**src/rtl/sswt_pkg.sv**
```systemverilog
package sswt_pkg;

  typedef enum logic [2:0] {
    S_IDLE,
    S_LOW,
    S_HIGH,
    S_TAIL,
    S_STRB
  } txState_t;

  typedef struct packed {
    logic load;
    logic shift;
    logic clkRise;
    logic clkFall;
    logic strbRise;
    logic strbFall;
  } ctrlStrobes_t;

  // round a time in ns up to whole system clock cycles, never below one
  function automatic int nsToCycles(longint clkHz, longint ns);
    longint c;
    c = (ns * clkHz + 64'd999_999_999) / 64'd1_000_000_000;
    return (c < 1) ? 1 : int'(c);
  endfunction

endpackage

```
**src/rtl/sswt_ctrl.sv**
```systemverilog
module sswt_ctrl
  import sswt_pkg::*;
#(
  parameter int WORD_W   = 8,
  parameter int LOW_CYC  = 80,
  parameter int HIGH_CYC = 80,
  parameter int TAIL_CYC = 1,
  parameter int STRB_CYC = 40
) (
  input  logic         clk,
  input  logic         rstN,
  input  logic         inValid,
  output logic         inReady,
  output logic         busy,
  output ctrlStrobes_t strobes
);
  localparam int MAX_AB  = (LOW_CYC > HIGH_CYC) ? LOW_CYC : HIGH_CYC;
  localparam int MAX_CD  = (TAIL_CYC > STRB_CYC) ? TAIL_CYC : STRB_CYC;
  localparam int MAX_CYC = (MAX_AB > MAX_CD) ? MAX_AB : MAX_CD;
  localparam int CNT_W   = $clog2(MAX_CYC + 1);
  localparam int BIT_W   = (WORD_W > 2) ? $clog2(WORD_W) : 1;
  localparam logic [BIT_W-1:0] LAST_BIT = BIT_W'(WORD_W - 1);

  txState_t         state, nextState;
  logic [CNT_W-1:0] cnt, nextCnt;
  logic [BIT_W-1:0] bitIdx, nextBitIdx;
  logic             cntZero;

  assign cntZero = (cnt == '0);
  assign inReady = (state == S_IDLE);
  assign busy    = (state != S_IDLE);

  always_comb begin
    strobes    = '0;
    nextState  = state;
    nextCnt    = cntZero ? cnt : cnt - 1'b1;
    nextBitIdx = bitIdx;
    unique case (state)
      S_IDLE: begin
        if (inValid) begin
          strobes.load = 1'b1;
          nextState    = S_LOW;
          nextCnt      = CNT_W'(LOW_CYC - 1);
          nextBitIdx   = '0;
        end
      end
      S_LOW: begin
        if (cntZero) begin
          strobes.clkRise = 1'b1;
          nextState       = S_HIGH;
          nextCnt         = CNT_W'(HIGH_CYC - 1);
        end
      end
      S_HIGH: begin
        if (cntZero) begin
          strobes.clkFall = 1'b1;
          if (bitIdx == LAST_BIT) begin
            nextState = S_TAIL;
            nextCnt   = CNT_W'(TAIL_CYC - 1);
          end else begin
            strobes.shift = 1'b1;
            nextBitIdx    = bitIdx + 1'b1;
            nextState     = S_LOW;
            nextCnt       = CNT_W'(LOW_CYC - 1);
          end
        end
      end
      S_TAIL: begin
        if (cntZero) begin
          strobes.strbRise = 1'b1;
          nextState        = S_STRB;
          nextCnt          = CNT_W'(STRB_CYC - 1);
        end
      end
      S_STRB: begin
        if (cntZero) begin
          strobes.strbFall = 1'b1;
          nextState        = S_IDLE;
        end
      end
      default: nextState = S_IDLE;
    endcase
  end

  always_ff @(posedge clk) begin
    if (!rstN) begin
      state  <= S_IDLE;
      cnt    <= '0;
      bitIdx <= '0;
    end else begin
      state  <= nextState;
      cnt    <= nextCnt;
      bitIdx <= nextBitIdx;
    end
  end

endmodule

```
**src/rtl/sswt_datapath.sv**
```systemverilog
module sswt_datapath
  import sswt_pkg::*;
#(
  parameter int WORD_W = 8
) (
  input  logic              clk,
  input  logic              rstN,
  input  ctrlStrobes_t      strobes,
  input  logic [WORD_W-1:0] inWord,
  output logic              serClk,
  output logic              serData,
  output logic              serStrobe,
  output logic              done
);
  logic [WORD_W-1:0] shiftReg;

  assign serData = shiftReg[WORD_W-1];

  always_ff @(posedge clk) begin
    if (!rstN) begin
      shiftReg  <= '0;
      serClk    <= 1'b0;
      serStrobe <= 1'b0;
      done      <= 1'b0;
    end else begin
      if (strobes.load)
        shiftReg <= inWord;
      else if (strobes.shift)
        shiftReg <= {shiftReg[WORD_W-2:0], 1'b0};

      if (strobes.clkRise)
        serClk <= 1'b1;
      else if (strobes.clkFall)
        serClk <= 1'b0;

      if (strobes.strbRise)
        serStrobe <= 1'b1;
      else if (strobes.strbFall)
        serStrobe <= 1'b0;

      done <= strobes.strbFall;
    end
  end

endmodule

```
**src/rtl/setting_word_tx.sv**
```systemverilog
module setting_word_tx
  import sswt_pkg::*;
#(
  parameter int CLK_HZ         = 200_000_000,
  parameter int WORD_W         = 8,
  parameter int CLK_LOW_NS     = 400,
  parameter int CLK_HIGH_NS    = 400,
  parameter int CLK_TO_STRB_NS = 260,
  parameter int STRB_WIDTH_NS  = 200
) (
  input  logic              clk,
  input  logic              rstN,
  input  logic              inValid,
  input  logic [WORD_W-1:0] inWord,
  output logic              inReady,
  output logic              busy,
  output logic              done,
  output logic              serClk,
  output logic              serData,
  output logic              serStrobe
);
  localparam int LOW_CYC  = nsToCycles(CLK_HZ, CLK_LOW_NS);
  localparam int HIGH_CYC = nsToCycles(CLK_HZ, CLK_HIGH_NS);
  localparam int CS_CYC   = nsToCycles(CLK_HZ, CLK_TO_STRB_NS);
  localparam int STRB_CYC = nsToCycles(CLK_HZ, STRB_WIDTH_NS);
  // the high phase already counts toward the clock-to-strobe gap
  localparam int TAIL_CYC = (CS_CYC > HIGH_CYC) ? CS_CYC - HIGH_CYC : 1;

  ctrlStrobes_t strobes;

  sswt_ctrl #(
    .WORD_W  (WORD_W),
    .LOW_CYC (LOW_CYC),
    .HIGH_CYC(HIGH_CYC),
    .TAIL_CYC(TAIL_CYC),
    .STRB_CYC(STRB_CYC)
  ) ctrlInst (
    .clk    (clk),
    .rstN   (rstN),
    .inValid(inValid),
    .inReady(inReady),
    .busy   (busy),
    .strobes(strobes)
  );

  sswt_datapath #(
    .WORD_W(WORD_W)
  ) dpInst (
    .clk      (clk),
    .rstN     (rstN),
    .strobes  (strobes),
    .inWord   (inWord),
    .serClk   (serClk),
    .serData  (serData),
    .serStrobe(serStrobe),
    .done     (done)
  );

endmodule

```
**config.mk**
```make
export PLATFORM = sky130hd
export DESIGN_NAME = setting_word_tx
export DESIGN_NICKNAME = d
export VERILOG_FILES = /design/src/rtl/sswt_pkg.sv /design/src/rtl/sswt_ctrl.sv /design/src/rtl/sswt_datapath.sv /design/src/rtl/setting_word_tx.sv
export SDC_FILE = /design/constraint.sdc
export NUM_CORES = 1
export LEC_CHECK = 0
export BUFFER_PORTS_ARGS = -buffer_cell sky130_fd_sc_hd__clkbuf_2
export CAP_MARGIN = 30
export CORE_MARGIN = 3
export CORE_UTILIZATION = 63
export CTS_BUF_LIST = sky130_fd_sc_hd__clkbuf_4
export DETAILED_ROUTE_END_ITERATION = 6
export PLACE_DENSITY = 0.86
export SLEW_MARGIN = 20
export SYNTH_ARGS = -nofsm -noshare
export SYNTH_HDL_FRONTEND = slang
export SYNTH_SLANG_ARGS = --single-unit
export TNS_END_PERCENT = 5
```
**constraint.sdc**
```tcl
create_clock -name clk -period 3.2 [get_ports clk]
set_input_delay 0.16 -clock clk [delete_from_list [all_inputs] [get_ports clk]]
set_output_delay 0.16 -clock clk [all_outputs]
set_load 0.01 [all_outputs]
```
==> results by group <==
Synthesis
  – Share of synthesized registers carrying an async set or reset: 0%
  – Simple-gate area share of the yosys netlist: between 10% and 20%
  – Synth warn: 0
  – Net Count, Synth: 163
  – Area share of the largest cell type after synthesis: 37.8%
  – Top_reg_cell synth: dfxtp_1
  – XOR/XNOR Fraction of Synth Area: under 10%
  – Unique cell type count in the Yosys netlist: 38
  – Post-synthesis cell count: between 100 and 150
  – Count leader, synth: dfxtp_1
  – Synth Area in Adders: roughly 5%
  – Area leader, netlist: dfxtp_1
  – Mux cell area share after synthesis: 8.75%
  – Top post-synthesis cells by area: dfxtp_1 38%, mux2i_1 7.9%, a21oi_1 6.3%
  – Syn_area_per_cell: between 8 and 9 µm²
  – Seq cells post-synth: 24
  – Number of synthesized flops with an enable pin: 0
  – Main combinational cell family by area after synthesis: compound AO/OA/AOI/OAI gates
  – Mapped Area: between 0.001 and 0.0015 mm²
  – Most instantiated cells after synthesis: 24 x dfxtp_1, 16 x a21oi_1, 13 x nand2_1
  – Compound-Gate Fraction of Synth Area: a little over a fifth
  – Share of the yosys chip area belonging to registers: 37.8%

GRT
  – Global-route wire length before repair: 4.37 mm
  – Vias in the first global route: between 900 and 1000
  – Global route total overflow: 0
  – Initial antenna violation count: 0
  – GRT Total Usage: between 20% and 30%
  – Largest net degree at the start of global routing: 23

Timing
  – Final setup TNS: 0 ns
  – Period utilization: about three quarters
  – Worst slew pin tran: about 0.73 ns
  – Post-layout minimum cycle time: 2.38 ns
  – Hold WS: 0.0668 ns
  – Worst Slack Setup Final: around 0.8 ns
  – Fin Clk Skew: ~0.0052 ns
  – Achievable frequency: about 420 MHz
  – Final setup viols: 0
  – Max Transition Viols Final: 0
  – Rel. slew slack: between 50% and 60%
  – Final hold vios: 0
  – Unrepaired setup endpoints after global routing: no

Power and ir drop
  – Max VDD drop: roughly 460 µV
  – P per Cell Area: 638 mW/mm²
  – P_leak: around 0.0006 µW

Placed design
  – Buffers on Ports: 16
  – Dpl ws: a little under 0.9 ns
  – Detailed Place HPWL: around 1.9 mm
  – Routability congestion estimate from global placement: 0.922

Clock tree
  – Cts bufs inserted: 3
  – Clk_lat worst skew: around 0.32 ns
  – Root Driver: clkbuf_4
  – Setup Fix Bufs, Post-CTS: 0
  – CTS tree: yes
  – H-tree levels: 1
  – Post_cts resized: 0
  – Clk pin slew, worst setup/hold paths: between 0.1 and 0.15 ns
  – Clock sinks: 24
  – CTS max path bufs: 2
  – CTS Hold Bufs: 0

Worst setup path
  – Crit. End Element: register
  – Worst setup path startpoint: ctrlInst.cnt[0]$_SDFF_PN0_
  – CP Data Arrival Time: 2.60 ns
  – Crit path required time: approximately 3.4 ns
  – Reg2Reg Depth: 9
  – Reg-to-Reg Start: ctrlInst.cnt[0]$_SDFF_PN0_
  – Max Fanout on Critical Path: 10
  – Critical path class: reg2reg
  – Reg2reg setup slack: a little over 0.8 ns
  – Worst R2R End: ctrlInst.cnt[0]$_SDFF_PN0_
  – Startpoint Class: register

Floorplan
  – # rows: 15
  – Starting Density: a little over two thirds
  – Core footprint: approximately 0.0018 mm²
  – Die width: 50.9 µm
  – DIE HEIGHT: 50.9 µm
  – Ports: 17
  – Die Area: around 0.0026 mm²

Routing
  – Vias: between 1000 and 1500
  – Vias per std cell: 6.08
  – DR pass1 iterations: 4
  – Routed length per instance: about 14 µm
  – Routed wire length: around 2.5 mm
  – # DRC: 0
  – Number of routed nets with antenna violations: 0
  – 1st-iter DRT viols: 29

Finish
  – Nets: roughly 180
  – Antenna cells: 0
  – Layout cells sized above 1: between 10% and 20%
  – Area Overhead vs Synth: 7.47%
  – Final core occ: between 70% and 80%

Flow run
  – Maxcap violations: 0

Min path
  – Hold crit path type: in2reg
  – WHS Endpoint: dpInst.shiftReg[0]$_SDFFE_PN0P_
  – Min-delay src: inWord[0]
  – Hold depth: 3

Outcome
  – Outcome: finished, final reports clean
[stage by stage]
stage               area [µm²]  total power (µW)  cells
floorplan                 1270               677    147
global placement          1340               728    179
detailed placement        1340               744    179
CTS                       1370               877    183
global route              1370               936    183
finish                    1370               873    183
[routing by layer]
metal | track usage (%) | vias up | wire, µm
li1 | - | 558 | -
met1 | 26.7 | 500 | 1050
met2 | 37.1 | 47 | 1220
met3 | 3.79 | 7 | 200
met4 | 12.6 | 0 | 70
met5 | 0 | - | 0
[worst max-delay path by stage]
stage / cells after the start / end / slack, ns
finish: 9 / ctrlInst.cnt[0]$_SDFF_PN0_ / 0.82
global route: 9 / ctrlInst.cnt[0]$_SDFF_PN0_ / 0.65
CTS: 9 / ctrlInst.cnt[0]$_SDFF_PN0_ / 0.86
detailed placement: 9 / ctrlInst.cnt[0]$_SDFF_PN0_ / 0.89
global placement: 9 / ctrlInst.cnt[0]$_SDFF_PN0_ / 1.01
floorplan: 10 / ctrlInst.cnt[0]$_SDFF_PN0_ / 1.21
[critical path, cell delays in order, from the launching register on]
cell and delay, ns:
dfxtp_1 0.35, inv_1 0.09, ha_1 0.20, nor2b_1 0.33, and2_1 0.41, inv_4 0.11, ha_1 0.31, o22ai_1 0.14
o21ai_0 0.10, o221a_2 0.25
[area by class of cell]
type	count	area, µm²
fillers	145	453
clock inverters	1	3.75
well taps	25	31.3
clock buffers	3	22.5
repair buffers	16	80.1
flip-flops and latches	24	480
multi-input cells	107	721
inverters	7	28.8
[flip-flops by register name (all words and copies together) (netlist names)]
signal / count
ctrlInst.cnt: 7
dpInst.serStrobe: 1
dpInst.serClk: 1
ctrlInst.bitIdx: 3
ctrlInst.state: 3
dpInst.done: 1
dpInst.shiftReg: 8
[placed cells by master, fill, tap and decap left out, drive strengths merged, types with 5 or more instances in the layout]
master	synthesis	routed
o21ai	12	12
nor2	7	7
nand3	6	6
dfxtp	24	24
mux2i	10	10
nand2	13	13
a21oi	16	16
ha	5	5
clkbuf	7	19
inv	7	7
[cells by family after synthesis]
logic type | Yosys count
DFF | 24
adders and majority gates | 5
AOI/OAI and AO/OA | 43
buffers and inverters | 16
and+or+nand+nor | 44
muxes | 11
xor gates and xnor gates | 4
[where the power goes]
part	total (µW)	switching, µW	internal (µW)
combinational	336	192	144
clock	130	84.7	45.7
sequential	406	57.7	349
No activity file was read; power rests on OpenSTA's default activity.
